**src/rtl/share_bus_node.sv**
```systemverilog
module share_bus_node #(
  parameter int WORD_W    = 8,
  parameter int READ_W    = 16,
  parameter int START_RUN = 10
) (
  input  logic              clk,
  input  logic              rst_n,
  input  logic              bit_tick,
  input  logic              bus_in,
  output logic              bus_drive_low,
  input  logic [READ_W-1:0] cur_a,
  input  logic [READ_W-1:0] cur_b,
  input  logic              chan_sel,
  output logic [WORD_W-1:0] share_word
);

  localparam int SYNC_RUN = WORD_W + 1;
  localparam int RUN_W    = $clog2(START_RUN + 1);
  localparam int IDX_W    = $clog2(WORD_W);
  localparam int LOW_W    = READ_W - WORD_W;

  typedef enum logic [2:0] {
    PH_WAIT  = 3'd0,
    PH_IDLE  = 3'd1,
    PH_START = 3'd2,
    PH_DATA  = 3'd3,
    PH_STOP  = 3'd4
  } phase_t;

  phase_t            phase_q;
  logic [RUN_W-1:0]  run_q;
  logic [IDX_W-1:0]  idx_q;
  logic [WORD_W-1:0] tx_q;
  logic [WORD_W-1:0] rx_q;
  logic              arb_q;
  logic              drv_q;
  logic [WORD_W-1:0] share_q;

  logic [WORD_W-1:0] pick;
  logic [RUN_W-1:0]  run_nx;
  logic              tx_bit;
  logic              lose;
  logic              unused_low;

  assign pick   = chan_sel ? cur_b[READ_W-1 -: WORD_W] : cur_a[READ_W-1 -: WORD_W];
  assign run_nx = !bus_in ? '0 :
                  (run_q == RUN_W'(START_RUN)) ? run_q : run_q + 1'b1;
  assign tx_bit = tx_q[idx_q];
  assign lose   = arb_q && tx_bit && !bus_in;
  assign unused_low = ^{cur_a[LOW_W-1:0], cur_b[LOW_W-1:0]};

  assign bus_drive_low = drv_q;
  assign share_word    = share_q;

  always_ff @(posedge clk) begin
    if (!rst_n) begin
      phase_q <= PH_WAIT;
      run_q   <= '0;
      idx_q   <= '0;
      tx_q    <= '0;
      rx_q    <= '0;
      arb_q   <= 1'b0;
      drv_q   <= 1'b0;
      share_q <= '0;
    end else if (bit_tick) begin
      run_q <= run_nx;
      case (phase_q)
        PH_WAIT: begin
          drv_q <= 1'b0;
          if (run_nx >= RUN_W'(SYNC_RUN)) phase_q <= PH_IDLE;
        end
        PH_IDLE: begin
          if (!bus_in) begin
            phase_q <= PH_DATA;
            idx_q   <= IDX_W'(WORD_W - 1);
            tx_q    <= pick;
            arb_q   <= 1'b1;
            drv_q   <= ~pick[WORD_W-1];
          end else if (run_nx >= RUN_W'(START_RUN)) begin
            phase_q <= PH_START;
            drv_q   <= 1'b1;
          end
        end
        PH_START: begin
          phase_q <= PH_DATA;
          idx_q   <= IDX_W'(WORD_W - 1);
          tx_q    <= pick;
          arb_q   <= 1'b1;
          drv_q   <= ~pick[WORD_W-1];
        end
        PH_DATA: begin
          rx_q  <= {rx_q[WORD_W-2:0], bus_in};
          arb_q <= arb_q && !lose;
          if (idx_q == '0) begin
            phase_q <= PH_STOP;
            drv_q   <= 1'b0;
          end else begin
            idx_q <= idx_q - 1'b1;
            drv_q <= arb_q && !lose && !tx_q[idx_q - 1'b1];
          end
        end
        PH_STOP: begin
          drv_q <= 1'b0;
          if (bus_in) begin
            share_q <= rx_q;
            phase_q <= PH_IDLE;
          end else begin
            phase_q <= PH_WAIT;
          end
        end
        default: begin
          phase_q <= PH_WAIT;
          drv_q   <= 1'b0;
        end
      endcase
    end
  end

endmodule

```
**config.mk**
```make
export PLATFORM = sky130hd
export DESIGN_NAME = share_bus_node
export DESIGN_NICKNAME = d
export VERILOG_FILES = /design/src/rtl/share_bus_node.sv
export SDC_FILE = /design/constraint.sdc
export NUM_CORES = 1
export LEC_CHECK = 0
export BUFFER_PORTS_ARGS = -buffer_cell sky130_fd_sc_hd__buf_2
export CORE_MARGIN = 1.5
export CORE_UTILIZATION = 41
export DETAILED_ROUTE_END_ITERATION = 8
export SLEW_MARGIN = 0
export SYNTH_ARGS = -nofsm -noshare
export SYNTH_HDL_FRONTEND = slang
export SYNTH_SLANG_ARGS = --single-unit
```
**constraint.sdc**
```tcl
create_clock -name clk -period 4.25 [get_ports clk]
set_clock_uncertainty 0.05 [all_clocks]
set_input_delay 0.85 -clock clk [delete_from_list [all_inputs] [get_ports clk]]
set_output_delay 0.85 -clock clk [all_outputs]
set_load 0.05 [all_outputs]
```
==> out/qor.csv, run 1 <==
stage,metric,value,unit
run_status,run_status,"finished, final reports clean",
worst_hold_path,worst_hold_startpoint,rx_q[7]$_SDFFE_PN0P_,
placed_design,gp_congestion,0.801,
final_layout,post-route-util,49.2,%
final_layout,num-nets-final,273,
timing,grt_setup_unrepaired,false,
timing,setup-violations-final,0,
floorplan,die-width,71.7,µm
power_and_ir_drop,fraction_of_power_consumed_by_the_clock_network,43.5,%
timing,setup_total_negative_slack,0,ps
clocking,cts-root-buf,sky130_fd_sc_hd__clkbuf_8,
global_routing,first_global_vias,1343,
global_routing,grt_pass1_wl,6280,µm
synth,postSynth.topFlopCell,sky130_fd_sc_hd__dfxtp_1,
floorplan,row_count,24,
clocking,clk-insertion-delay-late,290,ps
floorplan,pin_count,46,
drt,drt_iter0_markers,73,
worst_hold_path,hold_path_class,register to register,
drt,vias,1482,
synth,synth_fp_nets,250,
critical_path,cp.buffers_inverters,1,
power_and_ir_drop,power_density,308,mW/mm²
placed_design,detailedPlacementHpwl,2590,µm
synth,synth_edf_count,0,
critical_path,crit_slowest_cell,sky130_fd_sc_hd__mux4_1,
final_layout,area_growth_from_synthesis_to_final_layout,12.9,%
critical_path,critical_path.reg2reg.endpoint,bus_drive_low$_SDFFE_PN0P_,
critical_path,critical_path_class,register to register,
clocking,postCtsSetupBuffers,0,
clocking,cts-root-to-sink-buffers,2,
global_routing,grt.total_usage,15.7,%
power_and_ir_drop,switching_power_summed_over_all_nets,0.143,mW
floorplan,core_area,0.00444,mm²
floorplan,floorplan.initialDensity,43.6,%
drt,via_per_inst,5.20,
global_routing,grt_overflow_total,0,
clocking,post_cts_resized,0,
synth,yosys_warnings,0,
synth,synth-seq-area-share,37.2,%
final_layout,antenna-diode-count,0,
critical_path,worstReg2RegStart,idx_q[0]$_SDFFE_PN0P_,
final_layout,fill_cells,435,
power_and_ir_drop,totalPowerFinal,0.674,mW
critical_path,timing.critical_path.required,4420,ps
critical_path,critPathCaptureType,register,
timing,final-hold-violation-count,0,
timing,max_slew.worst_pin.slew,794,ps
timing,layout_min_cycle_time,2310,ps
synth,yosys.cell_types.count,49,
global_routing,grt_max_degree,28,
drt,totalWireLength,3650,µm
critical_path,cp_arrival,2480,ps
floorplan,fp.dieH,71.7,µm
flow_run,cap_viol_max_count,0,
power_and_ir_drop,irDropWorstVdd,0.231,mV
final_layout,most-common-layout-cells,"36 x sky130_fd_sc_hd__dfxtp_1, 29 x sky130_fd_sc_hd__buf_2, 26 x sky130_fd_sc_hd__nand2_1",
final_layout,layout.cells.most_common,sky130_fd_sc_hd__dfxtp_1,
drt,drc,0,
critical_path,crit_path_cell_trace,inv_1 -> ha_1 -> mux4_1 -> mux2_4 -> nor3_4 -> a221oi_2 -> nor3b_2,
clocking,htreeDepth,2,
placed_design,numPortBuffers,29,
synth,ys_seq_elements,36,
power_and_ir_drop,power.share.sequential,50.6,%
critical_path,worst-path-max-fanout,8,
timing,pins_over_their_slew_limit,0,
floorplan,die_area,0.00514,mm²
timing,finalCritPeriodShare,54.5,%
power_and_ir_drop,p_comb_share,5.9,%
critical_path,rr_worst_depth,7,
synth,postSynthCellCount,209,
power_and_ir_drop,p_int,0.530,mW
clocking,worst_setup_hold_path_clk_slew,70,ps
clocking,cts_made_buffers,5,
timing,max-slew-margin-rel,46.8,%
worst_hold_path,holdPathStages,2,
power_and_ir_drop,power.share.switching,21.3,%
worst_hold_path,min_to,rx_q[7]$_SDFFE_PN0P_,
critical_path,nature_of_the_critical_path_startpoint,register,
synth,postSynth.asyncResetShare,0,%
clocking,clock_sink_count,36,
synth,postSynthAreaPerCell,9.26,µm²
drt,postRouteAntennaNets,0,
critical_path,r2r_slack,1940,ps
global_routing,grt_antenna_before_repair,0,
timing,max_freq,432,MHz
drt,post_drt_wl_per_cell,12.8,µm
synth,netlist_area,0.00194,mm²
clocking,cts_hold_repair.buffers,0,
power_and_ir_drop,power.static_leakage,0.972,nW
final_layout,drive_gt1_share,21.9,%
critical_path,longest_individual_stage_delay_on_the_worst_path,560,ps
clocking,tritoncts,done,
drt,detailedRoute.firstPassIterationCount,6,
critical_path,cpLargestDelayFamily,multiplexers,
-- how the worst max path moves through the flow --
stage,startpoint,to,slack [ps],cells past startpoint
4_1_cts,idx_q[0]$_SDFFE_PN0P_,bus_drive_low$_SDFFE_PN0P_,1910,7
5_1_grt,idx_q[0]$_SDFFE_PN0P_,bus_drive_low$_SDFFE_PN0P_,1820,7
3_5_place_dp,rst_n,idx_q[1]$_SDFFE_PN0P_,1860,3
3_3_place_gp,rst_n,idx_q[1]$_SDFFE_PN0P_,1890,3
2_1_floorplan,idx_q[0]$_SDFFE_PN0P_,bus_drive_low$_SDFFE_PN0P_,2150,8
6_report,idx_q[0]$_SDFFE_PN0P_,bus_drive_low$_SDFFE_PN0P_,1940,7
-- power by group through the flow --
stage / Combinational [mW] / Sequential [mW] / Clock (mW)
floorplan: 0.0271 / 0.348 / 0
detailed placement: 0.0401 / 0.348 / 0
global route: 0.0445 / 0.341 / 0.319
global placement: 0.0398 / 0.348 / 0
CTS: 0.0402 / 0.341 / 0.303
finish: 0.0398 / 0.341 / 0.293
-- Yosys cell counts (2+ instances only) --
| cell type | count | area (µm²) |
|---|---|---|
| sky130_fd_sc_hd__ha_1 | 4 | 50.1 |
| sky130_fd_sc_hd__nor3_1 | 3 | 15.0 |
| sky130_fd_sc_hd__nor2b_1 | 5 | 31.3 |
| sky130_fd_sc_hd__nand2_1 | 26 | 97.6 |
| sky130_fd_sc_hd__o31a_1 | 2 | 17.5 |
| sky130_fd_sc_hd__buf_2 | 6 | 30.0 |
| sky130_fd_sc_hd__nand2b_1 | 3 | 18.8 |
| sky130_fd_sc_hd__a221oi_2 | 2 | 30.0 |
| sky130_fd_sc_hd__a211oi_1 | 7 | 52.6 |
| sky130_fd_sc_hd__o21ai_0 | 3 | 15.0 |
| sky130_fd_sc_hd__nor3_4 | 2 | 32.5 |
| sky130_fd_sc_hd__o211a_1 | 2 | 20.0 |
| sky130_fd_sc_hd__nor2_1 | 25 | 93.8 |
| sky130_fd_sc_hd__and3_1 | 3 | 18.8 |
| sky130_fd_sc_hd__mux4_1 | 2 | 52.6 |
| sky130_fd_sc_hd__o21a_1 | 3 | 22.5 |
| sky130_fd_sc_hd__a21oi_1 | 12 | 60.1 |
| sky130_fd_sc_hd__clkbuf_1 | 5 | 18.8 |
| sky130_fd_sc_hd__a22oi_1 | 2 | 15.0 |
| sky130_fd_sc_hd__mux2i_1 | 20 | 200 |
| sky130_fd_sc_hd__nand3_1 | 3 | 15.0 |
| sky130_fd_sc_hd__inv_1 | 6 | 22.5 |
| sky130_fd_sc_hd__dfxtp_1 | 36 | 721 |
| sky130_fd_sc_hd__mux2_2 | 2 | 22.5 |
-- state kept, by name (all words and copies together), names as in the netlist --
register and count:
arb_q 1, bus_drive_low 1, idx_q 3, phase_q 3, run_q 4, rx_q 8
share_word 8, tx_q 8
-- worst min-delay path, delay by kind of cell, from the launching register on --
kind,cells,cell delay [ps]
AND/OR/NAND/NOR,1,50
AO/OA/AOI/OAI,1,60
flip-flops,1,310
-- cell families (layout without fill, tap and decap cells) --
| group | Yosys count | count (layout) | share of synthesized area, % |
|---|---|---|---|
| fa+ha+maj | 4 | 4 | 2.59 |
| xor+xnor | 2 | 2 | 0.905 |
| compound gates | 42 | 42 | 16.5 |
| simple gates | 78 | 78 | 20.6 |
| mux | 27 | 27 | 17.3 |
| buf+inv | 20 | 44 | 4.85 |
| flops | 36 | 36 | 37.2 |
-- metrics by stage --
| step | area (µm²) | cells | hold slack, ps | worst slack, ps |
|---|---|---|---|---|
| detailed placement | 2080 | 277 | 408 | 1860 |
| global route | 2190 | 285 | 452 | 1820 |
| floorplan | 1940 | 209 | 393 | 2150 |
| finish | 2190 | 285 | 413 | 1940 |
| global placement | 2080 | 277 | 400 | 1890 |
| CTS | 2190 | 285 | 418 | 1910 |
-- cell type report --
| cell class | count | area, µm² | area share [%] |
|---|---|---|---|
| Clock buffer | 6 | 72.6 | 3.32 |
| Clock inverter | 2 | 35.0 | 1.60 |
| Inverter | 7 | 26.3 | 1.20 |
| Multi-Input combinational cell | 153 | 1120 | 51.3 |
| Sequential cell | 36 | 721 | 33.0 |
| Tap cell | 52 | 65.1 | 2.98 |
| Timing Repair Buffer | 29 | 145 | 6.64 |
-- metal layers --
layer	track usage [%]	vias to the layer above	wire [µm]
met2	25.1	25	1630
met4	6.92	0	64
met3	3.94	5	108
met1	20.0	664	1840
met5	0	-	0
li1	-	788	-
Power figures use the tool's default switching activity.
==> run 2, diff against run 1 <==
--- a/config.mk
+++ b/config.mk
@@ -5,10 +5,12 @@
 export SDC_FILE = /design/constraint.sdc
 export NUM_CORES = 1
 export LEC_CHECK = 0
+export ABC_AREA = 1
 export BUFFER_PORTS_ARGS = -buffer_cell sky130_fd_sc_hd__buf_2
 export CORE_MARGIN = 1.5
 export CORE_UTILIZATION = 41
 export DETAILED_ROUTE_END_ITERATION = 8
+export PLACE_DENSITY = 0.66
 export SLEW_MARGIN = 0
 export SYNTH_ARGS = -nofsm -noshare
 export SYNTH_HDL_FRONTEND = slang
==> constraint.sdc (replaced) <==
create_clock -name clk -period 1.98 [get_ports clk]
set_clock_uncertainty 0.05 [all_clocks]
set_input_delay 0.396 -clock clk [delete_from_list [all_inputs] [get_ports clk]]
set_output_delay 0.396 -clock clk [all_outputs]
set_load 0.05 [all_outputs]
==> run 2 against run 1 <==
Worst hold slack worse by 48 ps. Critical path type unchanged. Register-to-register slack worse by 1600 ps. Largest power group unchanged. Synthesized cell count up 30%. Sequential power up 130%.
==> out/qor.csv, run 2 <==
stage,metric,value,unit
timing,final-hold-violation-count,0,
clocking,worst_setup_hold_path_clk_slew,70,ps
timing,setup-violations-final,0,
critical_path,critPathCaptureType,register,
clocking,cts-root-buf,sky130_fd_sc_hd__clkbuf_8,
timing,setup_total_negative_slack,0,ps
drt,drt_iter0_markers,60,
drt,totalWireLength,3650,µm
synth,yosys-top-cells-area,"sky130_fd_sc_hd__dfxtp_1 38%, sky130_fd_sc_hd__nor2_1 9.6%, sky130_fd_sc_hd__inv_1 7.6%, sky130_fd_sc_hd__nand2_1 7.2%, sky130_fd_sc_hd__o21ai_0 6.4%",
critical_path,critical_path_class,register to register,
clocking,post_cts_resized,0,
drt,vias,1703,
floorplan,row_count,24,
global_routing,grt_overflow_total,0,
critical_path,r2r_slack,290,ps
power_and_ir_drop,totalPowerFinal,1.72,mW
final_layout,layout.cells.most_common,sky130_fd_sc_hd__nor2_1,
clocking,htreeDepth,2,
drt,via_per_inst,4.81,
global_routing,grt_antenna_before_repair,0,
critical_path,timing.critical_path.required,2150,ps
floorplan,fp.dieH,70.7,µm
timing,max-slew-margin-rel,70.5,%
timing,max_slew.worst_pin.slew,442,ps
final_layout,sequential_cell_area,721,µm²
worst_hold_path,hold_path_class,primary input to register,
floorplan,floorplan.initialDensity,42.9,%
timing,layout_min_cycle_time,1690,ps
timing,final.hold.worst_slack,365,ps
floorplan,die_area,0.00500,mm²
flow_run,cap_viol_max_count,0,
drt,postRouteAntennaNets,0,
timing,finalCritPeriodShare,85.5,%
clocking,tritoncts,done,
clocking,cts-root-to-sink-buffers,2,
clocking,cts_made_buffers,5,
synth,synth-seq-area-share,38.3,%
global_routing,grt.total_usage,16.2,%
clocking,clk-insertion-delay-late,290,ps
synth,postSynthAreaPerCell,6.94,µm²
run_status,run_status,"finished, final reports clean",
timing,max_freq,591,MHz
critical_path,worst-path-max-fanout,4,
timing,pins_over_their_slew_limit,0,
critical_path,nature_of_the_critical_path_startpoint,register,
synth,synth_commonest_cells,"48 x sky130_fd_sc_hd__nor2_1, 38 x sky130_fd_sc_hd__inv_1, 36 x sky130_fd_sc_hd__dfxtp_1, 36 x sky130_fd_sc_hd__nand2_1, 24 x sky130_fd_sc_hd__o21ai_0",
drt,drc,0,
final_layout,post-route-util,49.7,%
final_layout,layoutNonFillerInstCount,354,
synth,synth_fp_nets,312,
synth,post-synth-top-area-cell,sky130_fd_sc_hd__dfxtp_1,
global_routing,first_global_vias,1601,
power_and_ir_drop,power_density,787,mW/mm²
synth,yosys.area.top_type_share,38.3,%
synth,postSynthCellCount,271,
global_routing,grt_pass1_wl,6740,µm
final_layout,fill_cells,455,
clocking,cts_hold_repair.buffers,0,
synth,yosys_warnings,0,
placed_design,detailedPlacementHpwl,2670,µm
final_layout,antenna-diode-count,0,
floorplan,pin_count,46,
final_layout,area_growth_from_synthesis_to_final_layout,15.8,%
synth,netlist_area,0.00188,mm²
synth,postSynth.topFlopCell,sky130_fd_sc_hd__dfxtp_1,
final_layout,most-common-layout-cells,"48 x sky130_fd_sc_hd__nor2_1, 38 x sky130_fd_sc_hd__inv_1, 36 x sky130_fd_sc_hd__nand2_1, 36 x sky130_fd_sc_hd__dfxtp_1, 29 x sky130_fd_sc_hd__buf_2",
floorplan,core_area,0.00438,mm²
synth,yosysMostFrequentCell,sky130_fd_sc_hd__nor2_1,
critical_path,cp_arrival,1860,ps
final_layout,drive_gt1_share,19.9,%
power_and_ir_drop,irDropWorstVdd,0.303,mV
clocking,postCtsSetupBuffers,0,
global_routing,grt_max_degree,18,
placed_design,gp_congestion,0.858,
floorplan,die-width,70.7,µm
final_layout,multiInputGateArea,952,µm²
timing,grt_setup_unrepaired,false,
final_layout,num-nets-final,342,
synth,yosys.cell_types.count,33,
power_and_ir_drop,power.static_leakage,0.998,nW
synth,ys_seq_elements,36,
placed_design,numPortBuffers,29,
synth,synth_edf_count,0,
clocking,clock_sink_count,36,
placed_design,place.detailed.instances,346,
drt,post_drt_wl_per_cell,10.3,µm
synth,postSynth.asyncResetShare,0,%
drt,detailedRoute.firstPassIterationCount,4,
==> run 2: changes by cell type after synthesis, sizes merged, moves of 4 or more <==
| cell | change |
|---|---|
| a211oi | +7 |
| a21oi | +4 |
| inv | +34 |
| mux2i | -20 |
| nand2 | +17 |
| nand3 | +15 |
| nor2 | +24 |
| nor2b | -5 |
| nor3 | -4 |
| o21ai | +25 |
==> run 2: layout make-up <==
| type | count | area share [%] |
|---|---|---|
| clock buffer | 5 | 3.16 |
| clock inverter | 3 | 1.95 |
| inverter | 41 | 7.12 |
| multi-input combinational | 184 | 43.7 |
| sequential | 36 | 33.1 |
| tap | 52 | 2.99 |
| timing repair buffer | 33 | 8.04 |
==> run 2: final timing paths <==
path	start	to	depth (start not counted)
worst max-delay path	idx_q[1]$_SDFFE_PN0P_	bus_drive_low$_SDFFE_PN0P_	11
worst min-delay path	cur_b[8]	tx_q[0]$_SDFFE_PN0P_	3
worst max register to register	idx_q[1]$_SDFFE_PN0P_	bus_drive_low$_SDFFE_PN0P_	11
worst min register to register	share_word[4]$_SDFFE_PN0P_	share_word[4]$_SDFFE_PN0P_	2
==> run 2: per-stage QoR <==
step	setup WS, ps	cell area [µm²]
final	287	2180
after global routing	101	2180
after CTS	275	2180
after detailed placement	305	2070
after global placement	316	2070
after floorplan	395	1880
==> run 2: cells by family (layout without fill, tap and decap cells) <==
logic type,Yosys count,in the layout,synth area share [%]
compound gates,61,61,19.6
simple gates,116,116,26.9
buf+inv,51,82,11.1
flops,36,36,38.3
xor+xnor,2,2,0.931
fa+ha+maj,4,4,2.66
mux,1,1,0.532
==> run 2: where the power goes <==
| part | internal (mW) | switching [mW] |
|---|---|---|
| sequential | 0.759 | 0.0285 |
| clock | 0.373 | 0.272 |
| combinational | 0.110 | 0.173 |
| total | 1.24 | 0.474 |
==> run 2: critical path, stage by stage, from the launching register on <==
cell and delay, ps:
sky130_fd_sc_hd__dfxtp_1 400, sky130_fd_sc_hd__inv_1 110, sky130_fd_sc_hd__ha_1 330, sky130_fd_sc_hd__inv_1 110
sky130_fd_sc_hd__o21ai_0 90, sky130_fd_sc_hd__nor2_1 100, sky130_fd_sc_hd__nor2_1 50, sky130_fd_sc_hd__nor2_1 100
sky130_fd_sc_hd__nand3_1 80, sky130_fd_sc_hd__nand2_1 60, sky130_fd_sc_hd__nand2_1 50, sky130_fd_sc_hd__a21oi_1 110
==> run 2: per-layer routing <==
layer | vias up | global-route usage (%) | share of wire (%)
met3 | 0 | 3.85 | 3.6
met4 | 0 | 3.77 | 0
li1 | 936 | - | -
met1 | 735 | 20.8 | 52
met2 | 32 | 27.7 | 45
met5 | - | 0 | 0
==> run 3, diff against run 2 <==
==> constraint.sdc (replaced) <==
create_clock -name clk -period 1.55 [get_ports clk]
set_clock_uncertainty 0.05 [all_clocks]
set_input_delay 0.31 -clock clk [delete_from_list [all_inputs] [get_ports clk]]
set_output_delay 0.31 -clock clk [all_outputs]
set_load 0.05 [all_outputs]
==> run 3 against run 2 <==
The run now ends with negative setup slack left. Critical path type unchanged. Maximum frequency increased by 9.2%. Cell count increased by 3.7%. Clock-buffer cell count stayed put. Sequential share of layout area is 2.5 points lower. Global-route usage is 0.30 points lower. Critical path depth is the same. Clock power increased by 27%. First-iteration DRC count up 42%. Die area stayed put. Worst setup slack worse by 290 ps.
==> out/qor.csv, run 3 (synthesized netlist as in run 2, its figures left out) <==
stage,metric,value,unit
clocking,cts_made_buffers,5,
floorplan,die-width,70.7,µm
critical_path,worstReg2RegStart,run_q[0]$_SDFFE_PN0P_,
final_layout,postLayoutCellArea,0.00238,mm²
global_routing,grt_overflow_total,0,
worst_hold_path,min_to,phase_q[1]$_SDFFE_PN0P_,
floorplan,die_area,0.00500,mm²
critical_path,crit_slowest_cell,sky130_fd_sc_hd__dfxtp_2,
power_and_ir_drop,power.static_leakage,1.07,nW
critical_path,critical_path_class,register to register,
final_layout,most-common-layout-cells,"46 x sky130_fd_sc_hd__nor2_1, 35 x sky130_fd_sc_hd__inv_1, 33 x sky130_fd_sc_hd__nand2_1",
drt,vias,1800,
critical_path,rr_worst_depth,11,
timing,pins_over_their_slew_limit,0,
global_routing,grt_antenna_before_repair,0,
drt,postRouteAntennaNets,0,
timing,max_freq,645,MHz
critical_path,worst-path-max-fanout,4,
worst_hold_path,hold_path_class,primary input to register,
floorplan,row_count,24,
global_routing,grt.total_usage,15.9,%
final_layout,antenna-diode-count,0,
placed_design,numPortBuffers,29,
critical_path,nature_of_the_critical_path_startpoint,register,
floorplan,fp.dieH,70.7,µm
clocking,htreeDepth,2,
timing,finalCritPeriodShare,100,%
critical_path,critical_path.reg2reg.endpoint,phase_q[1]$_SDFFE_PN0P_,
global_routing,grt_max_degree,18,
critical_path,cp_arrival,1690,ps
timing,final-hold-violation-count,0,
floorplan,core_area,0.00438,mm²
worst_hold_path,holdPathStages,3,
final_layout,area_growth_from_synthesis_to_final_layout,26.5,%
critical_path,timing.critical_path.required,1690,ps
final_layout,drive_gt1_share,29.8,%
drt,detailedRoute.firstPassIterationCount,4,
flow_run,cap_viol_max_count,0,
drt,post_drt_wl_per_cell,10.6,µm
floorplan,pin_count,46,
run_status,violations_in_the_final_reports,negative setup slack,
critical_path,critPathCaptureType,register,
drt,totalWireLength,3910,µm
power_and_ir_drop,irDropWorstVdd,0.494,mV
placed_design,post-place-ws,-18.7,ps
clocking,worst_setup_hold_path_clk_slew,80,ps
drt,drc,0,
clocking,clock_sink_count,36,
critical_path,r2r_slack,-0.6,ps
final_layout,layout.cells.most_common,sky130_fd_sc_hd__nor2_1,
critical_path,cp.buffers_inverters,1,
placed_design,placed_area,0.00214,mm²
global_routing,grt_pass1_wl,6540,µm
critical_path,longest_individual_stage_delay_on_the_worst_path,350,ps
critical_path,cpLargestDelayFamily,simple AND/OR/NAND/NOR gates,
placed_design,detailedPlacementHpwl,2790,µm
placed_design,gp_congestion,0.854,
final_layout,layoutNonFillerInstCount,367,
timing,layout_setup_ws,-0.637,ps
clocking,cts-root-buf,sky130_fd_sc_hd__clkbuf_8,
timing,max_slew.worst_pin.slew,423,ps
power_and_ir_drop,power_density,961,mW/mm²
critical_path,crit_path_cell_trace,buf_6 -> ha_4 -> nor2_2 -> nor2_1 -> nand3_2 -> nand2_2 -> nand2_2 -> nand2_2 -> nand3b_1 -> nor2_1 -> nor2_1,
drt,via_per_inst,4.90,
timing,layout_min_cycle_time,1550,ps
clocking,clk-insertion-delay-late,290,ps
worst_hold_path,worst_hold_startpoint,rst_n,
final_layout,num-nets-final,355,
timing,setup-violations-final,1,
timing,grt_setup_unrepaired,true,
clocking,cts_hold_repair.buffers,0,
floorplan,floorplan.initialDensity,42.9,%
placed_design,place.detailed.instances,355,
run_status,run_status,"finished, violations left",
timing,max-slew-margin-rel,71.8,%
drt,drt_iter0_markers,85,
clocking,tritoncts,done,
global_routing,first_global_vias,1561,
clocking,cts-root-to-sink-buffers,2,
[run 3: cell types whose count changed in the layout (fill, tap and decap cells not counted), sizes merged]
cell | previous run | this run
buf | 33 | 46
[run 3: worst min-delay path, delay by kind of cell]
| kind | cells | cell delay, ps |
|---|---|---|
| buffers and inverters | 1 | 160 |
| AND/OR/NAND/NOR | 1 | 40 |
| AO/OA/AOI/OAI | 1 | 70 |
[run 3: metrics by stage]
stage | utilization (%) | power [mW] | hold slack, ps | TNS [ps]
floorplan | - | 1.30 | 391 | 0
global placement | 48.7 | 1.42 | 377 | -19.1
detailed placement | 48.7 | 1.42 | 381 | -50.0
CTS | 52.7 | 2.27 | 259 | 0
global route | 54.3 | 2.41 | 273 | -279
finish | 54.3 | 2.29 | 272 | -0.637
[run 3: final cells by class]
| class | instances | area [µm²] |
|---|---|---|
| well taps | 52 | 65.1 |
| repair buffers | 46 | 277 |
| clock inverters | 3 | 42.5 |
| fillers | 436 | 2000 |
| inverters | 41 | 159 |
| multi-input cells | 184 | 1040 |
| flip-flops and latches | 36 | 728 |
| clock buffers | 5 | 68.8 |
[run 3: how the worst max path moves through the flow]
| stage | start | endpoint | slack [ps] | cells after the start |
|---|---|---|---|---|
| after global placement | idx_q[0]$_SDFFE_PN0P_ | bus_drive_low$_SDFFE_PN0P_ | -10 | 11 |
| final | run_q[0]$_SDFFE_PN0P_ | phase_q[1]$_SDFFE_PN0P_ | -0.6 | 11 |
| after detailed placement | run_q[0]$_SDFFE_PN0P_ | phase_q[1]$_SDFFE_PN0P_ | -20 | 9 |
| after global routing | run_q[0]$_SDFFE_PN0P_ | phase_q[0]$_SDFFE_PN0P_ | -100 | 13 |
| after CTS | idx_q[0]$_SDFFE_PN0P_ | bus_drive_low$_SDFFE_PN0P_ | 3 | 11 |
| after floorplan | idx_q[0]$_SDFFE_PN0P_ | bus_drive_low$_SDFFE_PN0P_ | 8 | 12 |
[run 3: per-layer routing]
| layer | share of wire (%) | global-route usage (%) | vias to the layer above |
|---|---|---|---|
| met1 | 50 | 20.7 | 783 |
| met4 | 1.3 | 5.03 | 0 |
| met2 | 44 | 26.2 | 50 |
| met3 | 4.8 | 3.85 | 4 |
| met5 | 0 | 0 | - |
| li1 | - | - | 963 |
[run 3: power by group]
group	switching [mW]	total, mW	internal [mW]	leakage (nW)
clock	0.345	0.821	0.476	0.0541
sequential	0.0377	1.01	0.971	0.294
combinational	0.255	0.457	0.201	0.719
total	0.639	2.29	1.65	1.07
[run 3: what timing repair did]
item                                    in CTS  in global routing
gates resized for setup                     10                 15
pin swaps                                   11                 12
buffers inserted                             2                  2
endpoints found under the setup margin       4                  8
hold endpoints to repair                     0                  0
